### config.mk
export PLATFORM = sky130hd
export DESIGN_NAME = keyed_watchdog
export DESIGN_NICKNAME = d
export VERILOG_FILES = /design/src/rtl/kwd_pkg.sv /design/src/rtl/kwd_regs.sv /design/src/rtl/kwd_commit.sv /design/src/rtl/kwd_count.sv /design/src/rtl/keyed_watchdog.sv
export SDC_FILE = /design/constraint.sdc
export NUM_CORES = 1
export LEC_CHECK = 0
export BUFFER_PORTS_ARGS = -buffer_cell sky130_fd_sc_hd__buf_2
export CAP_MARGIN = 0
export CORE_MARGIN = 2
export CORE_UTILIZATION = 54
export CTS_CLUSTER_DIAMETER = 120
export DETAILED_ROUTE_END_ITERATION = 16
export GPL_TIMING_DRIVEN = 0
export PLACE_DENSITY = 0.84
export SLEW_MARGIN = 10
export SYNTH_ARGS = -nofsm -noshare
export SYNTH_HDL_FRONTEND = slang
export SYNTH_SLANG_ARGS = --single-unit
### constraint.sdc
create_clock -name clk -period 2.7 [get_ports clk]
set_input_delay 0.27 -clock clk [delete_from_list [all_inputs] [get_ports clk]]
set_output_delay 0.27 -clock clk [all_outputs]
set_load 0.05 [all_outputs]
### src/rtl/kwd_pkg.sv
package kwd_pkg;
  localparam int unsigned AW    = 6;
  localparam int unsigned BUS_W = 32;

  localparam logic [AW-1:0] A_CTRL = 6'h00;
  localparam logic [AW-1:0] A_LOCK = 6'h04;
  localparam logic [AW-1:0] A_LDLO = 6'h08;
  localparam logic [AW-1:0] A_LDHI = 6'h0C;
  localparam logic [AW-1:0] A_PRLO = 6'h10;
  localparam logic [AW-1:0] A_PRHI = 6'h14;
  localparam logic [AW-1:0] A_STAT = 6'h18;
  localparam logic [AW-1:0] A_CLR  = 6'h1C;
  localparam logic [AW-1:0] A_MASK = 6'h20;
  localparam logic [AW-1:0] A_CNLO = 6'h24;
  localparam logic [AW-1:0] A_CNHI = 6'h28;

  localparam int unsigned N_HALF = 4;

  typedef struct packed {
    logic rst_en;
    logic run;
    logic irq_en;
  } ctrl_t;
endpackage

### src/rtl/kwd_regs.sv
module kwd_regs
  import kwd_pkg::*;
#(
  parameter int unsigned HALF_W = 16,
  parameter logic [15:0] KEY    = 16'hE551,
  localparam int unsigned CNT_W = 2 * HALF_W
) (
  input  logic              clk,
  input  logic              rst_n,
  input  logic              bus_en,
  input  logic              bus_we,
  input  logic [AW-1:0]     bus_addr,
  input  logic [BUS_W-1:0]  bus_wdata,
  output logic [BUS_W-1:0]  bus_rdata,
  input  logic [CNT_W-1:0]  cnt_i,
  input  logic              pre_flag_i,
  input  logic              exp_flag_i,
  input  logic              busy_i,
  output ctrl_t             ctrl_o,
  output logic              mask_o,
  output logic [CNT_W-1:0]  load_val_o,
  output logic [CNT_W-1:0]  pre_val_o,
  output logic              load_wr_o,
  output logic              clr_pre_o,
  output logic              clr_exp_o
);
  logic  unlocked_q;
  ctrl_t ctrl_q;
  logic  mask_q;
  logic  wr_any;
  logic  wr_ok;

  assign wr_any = bus_en && bus_we;
  assign wr_ok  = wr_any && unlocked_q;

  // lock register: written regardless of current lock state
  always_ff @(posedge clk or negedge rst_n) begin
    if (!rst_n) begin
      unlocked_q <= 1'b0;
    end else if (wr_any && bus_addr == A_LOCK) begin
      unlocked_q <= (bus_wdata == BUS_W'(KEY));
    end
  end

  always_ff @(posedge clk or negedge rst_n) begin
    if (!rst_n) begin
      ctrl_q <= '0;
      mask_q <= 1'b0;
    end else if (wr_ok) begin
      if (bus_addr == A_CTRL) ctrl_q <= ctrl_t'(bus_wdata[2:0]);
      if (bus_addr == A_MASK) mask_q <= bus_wdata[0];
    end
  end

  // four half-registers at consecutive word offsets from A_LDLO
  for (genvar g = 0; g < N_HALF; g++) begin : g_half
    localparam logic [AW-1:0] MY_A = A_LDLO + AW'(4 * g);
    logic [HALF_W-1:0] q;
    always_ff @(posedge clk or negedge rst_n) begin
      if (!rst_n) begin
        q <= '0;
      end else if (wr_ok && bus_addr == MY_A) begin
        q <= bus_wdata[HALF_W-1:0];
      end
    end
  end

  assign load_val_o = {g_half[1].q, g_half[0].q};
  assign pre_val_o  = {g_half[3].q, g_half[2].q};
  assign load_wr_o  = wr_ok && (bus_addr == A_LDLO || bus_addr == A_LDHI ||
                                bus_addr == A_PRLO || bus_addr == A_PRHI);
  assign clr_pre_o  = wr_ok && bus_addr == A_CLR && bus_wdata[0];
  assign clr_exp_o  = wr_ok && bus_addr == A_CLR && bus_wdata[1];
  assign ctrl_o     = ctrl_q;
  assign mask_o     = mask_q;

  always_comb begin
    bus_rdata = '0;
    case (bus_addr)
      A_CTRL: bus_rdata = {29'd0, ctrl_q};
      A_LOCK: bus_rdata = {31'd0, unlocked_q};
      A_LDLO: bus_rdata = BUS_W'(g_half[0].q);
      A_LDHI: bus_rdata = BUS_W'(g_half[1].q);
      A_PRLO: bus_rdata = BUS_W'(g_half[2].q);
      A_PRHI: bus_rdata = BUS_W'(g_half[3].q);
      A_STAT: bus_rdata = {29'd0, busy_i, exp_flag_i, pre_flag_i};
      A_MASK: bus_rdata = {31'd0, mask_q};
      A_CNLO: bus_rdata = BUS_W'(cnt_i[HALF_W-1:0]);
      A_CNHI: bus_rdata = BUS_W'(cnt_i[CNT_W-1:HALF_W]);
      default: bus_rdata = '0;
    endcase
  end

  AST_LOCKED_CTRL_HOLD: assert property (@(posedge clk) disable iff (!rst_n)
    (wr_any && !unlocked_q && bus_addr != A_LOCK) |=> $stable(ctrl_q));
  AST_LOCKED_MASK_HOLD: assert property (@(posedge clk) disable iff (!rst_n)
    (wr_any && !unlocked_q && bus_addr != A_LOCK) |=> $stable(mask_q));
endmodule

### src/rtl/kwd_commit.sv
module kwd_commit #(
  parameter int unsigned COMMIT_TICKS = 2,
  localparam int unsigned SW = $clog2(COMMIT_TICKS + 1)
) (
  input  logic clk,
  input  logic rst_n,
  input  logic tick_i,
  input  logic load_wr_i,
  output logic busy_o,
  output logic commit_o
);
  logic [SW-1:0] left_q;

  assign busy_o   = (left_q != '0);
  assign commit_o = tick_i && (left_q == SW'(1)) && !load_wr_i;

  always_ff @(posedge clk or negedge rst_n) begin
    if (!rst_n) begin
      left_q <= '0;
    end else if (load_wr_i) begin
      left_q <= SW'(COMMIT_TICKS);
    end else if (tick_i && busy_o) begin
      left_q <= left_q - SW'(1);
    end
  end

  AST_BUSY_AFTER_WRITE: assert property (@(posedge clk) disable iff (!rst_n)
    load_wr_i |=> busy_o);
  AST_COMMIT_ENDS_BUSY: assert property (@(posedge clk) disable iff (!rst_n)
    commit_o |=> !busy_o);
endmodule

### src/rtl/kwd_count.sv
module kwd_count #(
  parameter int unsigned CNT_W = 32
) (
  input  logic             clk,
  input  logic             rst_n,
  input  logic             tick_i,
  input  logic             run_i,
  input  logic             commit_i,
  input  logic [CNT_W-1:0] load_val_i,
  input  logic [CNT_W-1:0] pre_val_i,
  input  logic             clr_pre_i,
  input  logic             clr_exp_i,
  output logic [CNT_W-1:0] cnt_o,
  output logic             pre_flag_o,
  output logic             exp_flag_o
);
  logic [CNT_W-1:0] cnt_q;
  logic [CNT_W-1:0] thr_q;
  logic [CNT_W-1:0] cnt_dec;
  logic             step;
  logic             pre_q;
  logic             exp_q;

  assign cnt_dec = cnt_q - CNT_W'(1);
  assign step    = tick_i && run_i && !commit_i && (cnt_q != '0);

  always_ff @(posedge clk or negedge rst_n) begin
    if (!rst_n) begin
      cnt_q <= '0;
      thr_q <= '0;
    end else if (commit_i) begin
      cnt_q <= load_val_i;
      thr_q <= pre_val_i;
    end else if (step) begin
      cnt_q <= cnt_dec;
    end
  end

  // a new event wins over a simultaneous clear
  always_ff @(posedge clk or negedge rst_n) begin
    if (!rst_n) begin
      pre_q <= 1'b0;
      exp_q <= 1'b0;
    end else begin
      if (step && cnt_dec == thr_q) pre_q <= 1'b1;
      else if (clr_pre_i)           pre_q <= 1'b0;
      if (step && cnt_dec == '0)    exp_q <= 1'b1;
      else if (clr_exp_i)           exp_q <= 1'b0;
    end
  end

  assign cnt_o      = cnt_q;
  assign pre_flag_o = pre_q;
  assign exp_flag_o = exp_q;

  AST_CNT_STEP: assert property (@(posedge clk) disable iff (!rst_n)
    (tick_i && run_i && !commit_i && cnt_q != '0) |=> cnt_q == $past(cnt_q) - CNT_W'(1));
  AST_CNT_FLOOR: assert property (@(posedge clk) disable iff (!rst_n)
    (cnt_q == '0 && !commit_i) |=> cnt_q == '0);
  AST_CNT_FROZEN: assert property (@(posedge clk) disable iff (!rst_n)
    (!run_i && !commit_i) |=> $stable(cnt_q));
  AST_PRE_ON_THR: assert property (@(posedge clk) disable iff (!rst_n)
    $rose(pre_q) |-> cnt_q == thr_q);
  AST_EXP_ON_ZERO: assert property (@(posedge clk) disable iff (!rst_n)
    $rose(exp_q) |-> cnt_q == '0);
endmodule

### src/rtl/keyed_watchdog.sv
module keyed_watchdog
  import kwd_pkg::*;
#(
  parameter int unsigned HALF_W       = 16,
  parameter int unsigned COMMIT_TICKS = 2,
  parameter logic [15:0] KEY          = 16'hE551
) (
  input  logic             clk,
  input  logic             rst_n,
  input  logic             tick_i,
  input  logic             bus_en,
  input  logic             bus_we,
  input  logic [5:0]       bus_addr,
  input  logic [31:0]      bus_wdata,
  output logic [31:0]      bus_rdata,
  output logic             irq_o,
  output logic             rst_req_o
);
  localparam int unsigned CNT_W = 2 * HALF_W;

  ctrl_t            ctrl;
  logic             mask;
  logic [CNT_W-1:0] load_val;
  logic [CNT_W-1:0] pre_val;
  logic             load_wr;
  logic             clr_pre;
  logic             clr_exp;
  logic             busy;
  logic             commit;
  logic [CNT_W-1:0] cnt;
  logic             pre_flag;
  logic             exp_flag;

  kwd_regs #(.HALF_W(HALF_W), .KEY(KEY)) u_regs (
    .clk(clk), .rst_n(rst_n),
    .bus_en(bus_en), .bus_we(bus_we), .bus_addr(bus_addr),
    .bus_wdata(bus_wdata), .bus_rdata(bus_rdata),
    .cnt_i(cnt), .pre_flag_i(pre_flag), .exp_flag_i(exp_flag), .busy_i(busy),
    .ctrl_o(ctrl), .mask_o(mask), .load_val_o(load_val), .pre_val_o(pre_val),
    .load_wr_o(load_wr), .clr_pre_o(clr_pre), .clr_exp_o(clr_exp)
  );

  kwd_commit #(.COMMIT_TICKS(COMMIT_TICKS)) u_commit (
    .clk(clk), .rst_n(rst_n), .tick_i(tick_i), .load_wr_i(load_wr),
    .busy_o(busy), .commit_o(commit)
  );

  kwd_count #(.CNT_W(CNT_W)) u_count (
    .clk(clk), .rst_n(rst_n), .tick_i(tick_i), .run_i(ctrl.run),
    .commit_i(commit), .load_val_i(load_val), .pre_val_i(pre_val),
    .clr_pre_i(clr_pre), .clr_exp_i(clr_exp),
    .cnt_o(cnt), .pre_flag_o(pre_flag), .exp_flag_o(exp_flag)
  );

  assign irq_o     = pre_flag && ctrl.irq_en && !mask;
  assign rst_req_o = exp_flag && ctrl.rst_en;

  AST_COMMIT_RELOAD: assert property (@(posedge clk) disable iff (!rst_n)
    commit |=> cnt == $past(load_val));
endmodule

==> impl_metrics.ini, run 1 <==
[placement]
place_congestion = 1.07
placedCellCount = 1032
io_buffers = 60
dpl.hpwl_um = 18000

[sta]
tns_ps = -4880
fin_crit_sh_pct = 114
worst_pin_slew_ps = 979
relSlewSlack_pct = 33.8
setup_ws_ps = -375
fmax_mhz = 325
drv_slew = 0
setup_viol = 33
fin_crit_ps = 3070
fin_skew_ps = 5.39
grt_setup_unrepaired = yes
hold_viol = 0

[synth]
synthesis.area_mm2 = 0.00787
synth_top_area_share_pct = 43.5
synthCells = 771
synth_ff_type = dfrtp_1
synth_common_cells = dfrtp_1, mux2_2, nand2_1, xnor2_1
synth_area_leaders = dfrtp_1, mux2_2, xnor2_1
ys_async_sr_fraction_pct = 100
synth_edf_count = 0
yosysUniqueCellTypes = 60
yosysMostFrequentCell = dfrtp_1
avgSynthCellArea_um2 = 10.2
yosysWarningCount = 0
ys_ff_latch = 137
yosys.area.top_type = dfrtp_1
seq_area_frac_synth_pct = 43.5

[min_path]
holdPathEnd = u_regs.g_half[3].q[15]
holdPathStages = 2
hold_start = bus_wdata[15]
hold_class = in -> reg

[critical_path]
cp.buffers_inverters = 3
critPathRequiredTime_ps = 3060
critPathMaxStageDelay_ps = 370
criticalPathCategory = reg -> reg
reg2reg_to = u_count.pre_flag_o
r2r.worst_path.cells = 11
path_cells = clkbuf_1 -> nor4_4 -> buf_4 -> nand3_4 -> buf_2 -> o21ai_1 -> nand4_1 -> a2111oi_4 -> nand4_1 -> a2111o_1 -> o21ai_1
cp_max_fo = 10
rr_startpoint = u_count.cnt_o[5]
endpoint_kind = flop
start_kind = flop
rrSetupSlack_ps = -370
arrival_ps = 3430
crit_family = compound AO/OA/AOI/OAI gates
slowest_stage = a2111oi_4

[pwr]
total_power_mw = 5.00
power.density_mw_per_mm2 = 510
p_leak_nw = 4.62
peakVddDrop_mv = 0.620

[drt]
viasPerCell = 6.52
wl_per_cell_um = 24.6
drt_pass1_iterations = 6
num_vias = 7051
route.detailed.drc = 0
antenna_left = 0
drt_iter0_drc = 884
drt-total-wl_um = 26600

[clock_network]
cts_buffers = 17
tritoncts = done
clock-sinks = 137
clkLatencyLatePin_ps = 430
clk_pin_slew_worst_paths_ps = 60
clock_path_buffers = 2
clockRootBuffer = clkbuf_16
htreeDepth = 4

[finish]
fillers = 1031
layout-drive-gt1-share_pct = 37.8
stdcell_count = 1081
area_growth_pct = 24.6
nets = 931
antenna_cells = 0
utilization_pct = 68.3

[global_route]
use_met1_pct = 45.6
grt_pass1_wl_um = 40400
grt_util_all_layers_pct = 34.4
grt_pass1_vias = 6836
grt-ovfl-total = 0
antenna_found_initial = 0
met3_usage_pct = 8.38
met2_usage_pct = 52.0
grt-busiest-layer = met2
grt_max_degree = 83

[die]
die_w_um = 125
coreArea_mm2 = 0.0144
start_util_pct = 54.8
die_h_um = 125
ios = 77
die_area_mm2 = 0.0156
row_count = 44

[status]
violations = negative setup slack
status = finished with violations

[job]
maxCapViolCount = 0
==> repair_timing <==
item,4_1_cts,5_1_grt
endpoints found under the hold margin,55,0
setup buffers,18,7
setup endpoints to repair,71,58
resized for setup,95,61
pin swaps,21,27
hold buffers,1,0
gates cloned,1,1
==> cell usage in the layout, fill, tap and decap left out, types with 8 or more instances in the layout <==
cell / synthesis / layout
clkbuf_16: 0 / 18
nor3_1: 31 / 22
nor4_1: 17 / 12
mux2_2: 98 / 98
nand4_1: 10 / 10
o21ai_1: 4 / 35
nor2_4: 0 / 11
nand3_1: 24 / 22
a21oi_1: 10 / 9
clkbuf_2: 0 / 14
buf_4: 18 / 37
xnor2_2: 0 / 8
clkbuf_1: 41 / 20
conb_1: 1 / 16
buf_6: 4 / 8
buf_2: 5 / 64
nand2_1: 79 / 77
xnor2_1: 61 / 53
o21ai_0: 41 / 10
nor2_1: 33 / 16
a222oi_1: 17 / 17
dfrtp_1: 137 / 131
xor2_1: 22 / 20
a22oi_1: 17 / 17
==> sequential cells by signal (all words and copies together), names as in the netlist <==
register            flops
u_commit.left_q         2
u_count.cnt_o          32
u_count.exp_flag_o      1
u_count.pre_flag_o      1
u_count.thr_q          32
u_regs.ctrl_o           3
u_regs.g_half.q        64
u_regs.mask_o           1
u_regs.unlocked_q       1
==> worst reg2reg max path, stage by stage (launching register included) <==
cell and delay [ps]:
dfrtp_1 350, clkbuf_1 280, nor4_4 340, buf_4 180
nand3_4 140, buf_2 280, o21ai_1 240, nand4_1 180
a2111oi_4 380, nand4_1 150, a2111o_1 360, o21ai_1 130
==> final cells by class <==
cell class                      instances  area, µm²  share of cell area [%]
Inverter                                7       26.3                   0.268
Tap cell                              184        230                    2.35
Clock buffer                           21        470                    4.80
Sequential cell                       137       3440                    35.0
Clock inverter                         11        121                    1.24
Multi-Input combinational cell        572       4570                    46.6
Timing Repair Buffer                   89        581                    5.92
Buffer                                 60        373                    3.80
==> how the worst max path moves through the flow <==
stage	startpoint	end	slack, ps	cells after the start
floorplan	u_count.cnt_o[0]	u_count.cnt_o[27]	-90	11
global placement	bus_addr[5]	u_regs.g_half[1].q[9]	-1420	6
detailed placement	u_count.cnt_o[6]	u_count.pre_flag_o	-1330	10
CTS	u_count.cnt_o[21]	u_count.pre_flag_o	-330	9
global route	u_count.cnt_o[5]	u_count.pre_flag_o	-410	11
finish	u_count.cnt_o[5]	u_count.pre_flag_o	-370	11
==> per-layer routing <==
metal | wire, µm | vias to the layer above
li1 | - | 2981
met1 | 9990 | 3447
met2 | 12000 | 512
met3 | 3100 | 111
met4 | 1450 | 0
met5 | 0 | -
==> report_power, final <==
part / switching, mW / internal [mW]
Clock: 0.904 / 1.43
Sequential: 0.0142 / 2.07
Combinational: 0.427 / 0.159
Total: 1.35 / 3.66
==> logic make-up after synthesis <==
group / count (synthesis) / share of synthesized area (%)
buffers and inverters: 77 / 4.99
adders and majority gates: 4 / 0.636
xor gates and xnor gates: 84 / 9.53
other: 1 / 0.0476
DFF: 137 / 43.5
and+or+nand+nor: 252 / 17.0
AOI/OAI and AO/OA: 114 / 9.77
muxes: 102 / 14.5
==> per-stage QoR <==
| step | setup slack (ps) | hold WS (ps) | area, µm² |
|---|---|---|---|
| 2_1_floorplan | -93.4 | -25.6 | 7950 |
| 3_5_place_dp | -1330 | 274 | 8530 |
| 3_3_place_gp | -1420 | 488 | 8480 |
| 6_report | -375 | 130 | 9810 |
| 5_1_grt | -415 | 141 | 9810 |
| 4_1_cts | -327 | 124 | 9550 |
Power figures use the tool's default switching activity.
==> run 2, diff against run 1 <==
Settings changed: CORE_UTILIZATION 54 to 56, CTS_BUF_LIST from default to sky130_fd_sc_hd__clkbuf_8, MAX_ROUTING_LAYER from default to met4, PLACE_DENSITY 0.84 to 0.86.
==> run 2 against run 1 <==
The flow still finishes with violations (negative setup slack); clock power shrank 29%; non-clock buffer count grew 11; count of clock-buffer cells in the layout shrank 3; total power shrank 14%; critical path depth is the same; maximum frequency shrank 0.28%; via count grew 0.89%; sequential share of layout area grew 0.17 points; first-iteration DRC count grew 12%; highest routed layer unchanged.
==> impl_metrics.ini, run 2 (same netlist as run 1, synthesis figures left out) <==
[pwr]
power.density_mw_per_mm2 = 441
peakVddDrop_mv = 0.574
p_leak_nw = 4.62
total_power_mw = 4.31

[die]
coreArea_mm2 = 0.0138
start_util_pct = 56.9
row_count = 43
die_area_mm2 = 0.0150
ios = 77
die_h_um = 123
die_w_um = 123

[finish]
antenna_cells = 0
final_cell_mix = dfrtp_1, mux2_2, nand2_1
final_common_cell = dfrtp_1
fillers = 966
largest_register = u_regs.g_half.q
utilization_pct = 70.7
stdcell_count = 1088
area_growth_pct = 24.1
largest_reg_flops = 64
nets = 942
layout-drive-gt1-share_pct = 40.3

[placement]
place_ws_ps = -1290
placedCellCount = 1028
dpl.hpwl_um = 18200
io_buffers = 60
place_congestion = 1.05

[critical_path]
rrSetupSlack_ps = -380
startpoint = u_count.cnt_o[3]
r2r.worst_path.cells = 11
endpoint_kind = flop
criticalPathCategory = reg -> reg
critPathRequiredTime_ps = 3100
rr_startpoint = u_count.cnt_o[3]
reg2reg_to = u_count.pre_flag_o
cp_max_fo = 10
cp-endpoint = u_count.pre_flag_o
arrival_ps = 3490
start_kind = flop

[clock_network]
clockRootBuffer = clkbuf_8
htreeDepth = 4
clock_path_buffers = 2
clock-sinks = 137
cts_buffers = 17
clkLatencyLatePin_ps = 490
tritoncts = done
clk_pin_slew_worst_paths_ps = 90

[job]
maxCapViolCount = 0

[drt]
drt_pass1_iterations = 6
num_vias = 7114
wl_per_cell_um = 24.8
route.detailed.drc = 0
antenna_left = 0
viasPerCell = 6.54
drt-total-wl_um = 27000
drt_iter0_drc = 991

[sta]
setup_ws_ps = -383
hold_viol = 0
grt_setup_unrepaired = yes
fin_crit_ps = 3080
setup_viol = 34
drv_slew = 0
fin_skew_ps = 15.9
worst_pin_slew_ps = 947
fin_crit_sh_pct = 114
relSlewSlack_pct = 36.9
fmax_mhz = 324
tns_ps = -5910

[global_route]
grt_max_degree = 72
grt-ovfl-total = 0
antenna_found_initial = 0
grt_util_all_layers_pct = 37.8
grt_pass1_vias = 6832
grt_pass1_wl_um = 39700

[status]
status = finished with violations
violations = negative setup slack

[min_path]
hold_class = in -> reg
## run 2: cell types whose count changed in the layout (fill, tap and decap cells not counted), moves of 4 or more
cell / previous run / this run
dfrtp_1: 131 / 127
clkbuf_16: 18 / 0
dfrtp_2: 6 / 10
clkbuf_8: 3 / 18
buf_4: 37 / 51
clkbuf_1: 20 / 16
nor3_2: 4 / 8
## run 2: through the flow
| step | cell area [µm²] | hold WS (ps) |
|---|---|---|
| 2_1_floorplan | 7950 | -25.6 |
| 3_3_place_gp | 8480 | 481 |
| 3_5_place_dp | 8520 | 319 |
| 4_1_cts | 9300 | 76.1 |
| 5_1_grt | 9770 | 83.9 |
| 6_report | 9770 | 83.0 |
## run 2: timing repair
| action | 4_1_cts | 5_1_grt |
|---|---|---|
| gates cloned | 2 | 0 |
| hold buffers | 1 | 0 |
| setup buffers | 20 | 22 |
| resized for setup | 58 | 122 |
| pin swaps | 8 | 56 |
| endpoints found under the hold margin | 66 | 0 |
| setup endpoints to repair | 61 | 70 |
## run 2: worst min path at each step
stage                          startpoint                endpoint  cells past startpoint
floorplan                           rst_n      u_commit.left_q[0]                      0
global placement    u_regs.g_half[1].q[4]       u_count.cnt_o[20]                      2
detailed placement                  rst_n           u_regs.mask_o                      1
CTS                         bus_wdata[10]  u_regs.g_half[2].q[10]                      2
global route                bus_wdata[10]  u_regs.g_half[2].q[10]                      2
finish                      bus_wdata[10]  u_regs.g_half[2].q[10]                      2
## run 2: power breakdown
group / switching [mW] / total (mW) / internal (mW)
Clock: 0.829 / 1.66 / 0.828
Combinational: 0.415 / 0.571 / 0.156
Sequential: 0.0119 / 2.08 / 2.07
Total: 1.26 / 4.31 / 3.05
## run 2: area by class of cell
| cell class | instances | area, µm² | area share (%) |
|---|---|---|---|
| Multi-Input combinational cell | 572 | 4610 | 47.1 |
| Sequential cell | 137 | 3440 | 35.2 |
| Timing Repair Buffer | 107 | 774 | 7.92 |
| Buffer | 53 | 318 | 3.25 |
| Clock buffer | 18 | 248 | 2.53 |
| Tap cell | 180 | 225 | 2.30 |
| Clock inverter | 14 | 134 | 1.37 |
| Inverter | 7 | 26.3 | 0.269 |
## run 2: routing by layer
metal / GRT usage [%] / up-vias / wire, µm
met3: 12.1 / 114 / 3160
met1: 48.4 / 3486 / 10300
li1: - / 3023 / -
met4: 19.5 / 0 / 1530
met5: - / - / 0
met2: 53.6 / 491 / 12100
## run 2: critical path, cell delays in order, from the launching register on
cell and delay (ps):
dfrtp_1 390, buf_6 160, nor4_4 380, buf_4 190, nand3_4 100, clkbuf_4 280, o21ai_2 170, nand4_1 150
a2111oi_4 380, nand4_1 190, a2111o_1 470, o21ai_1 140
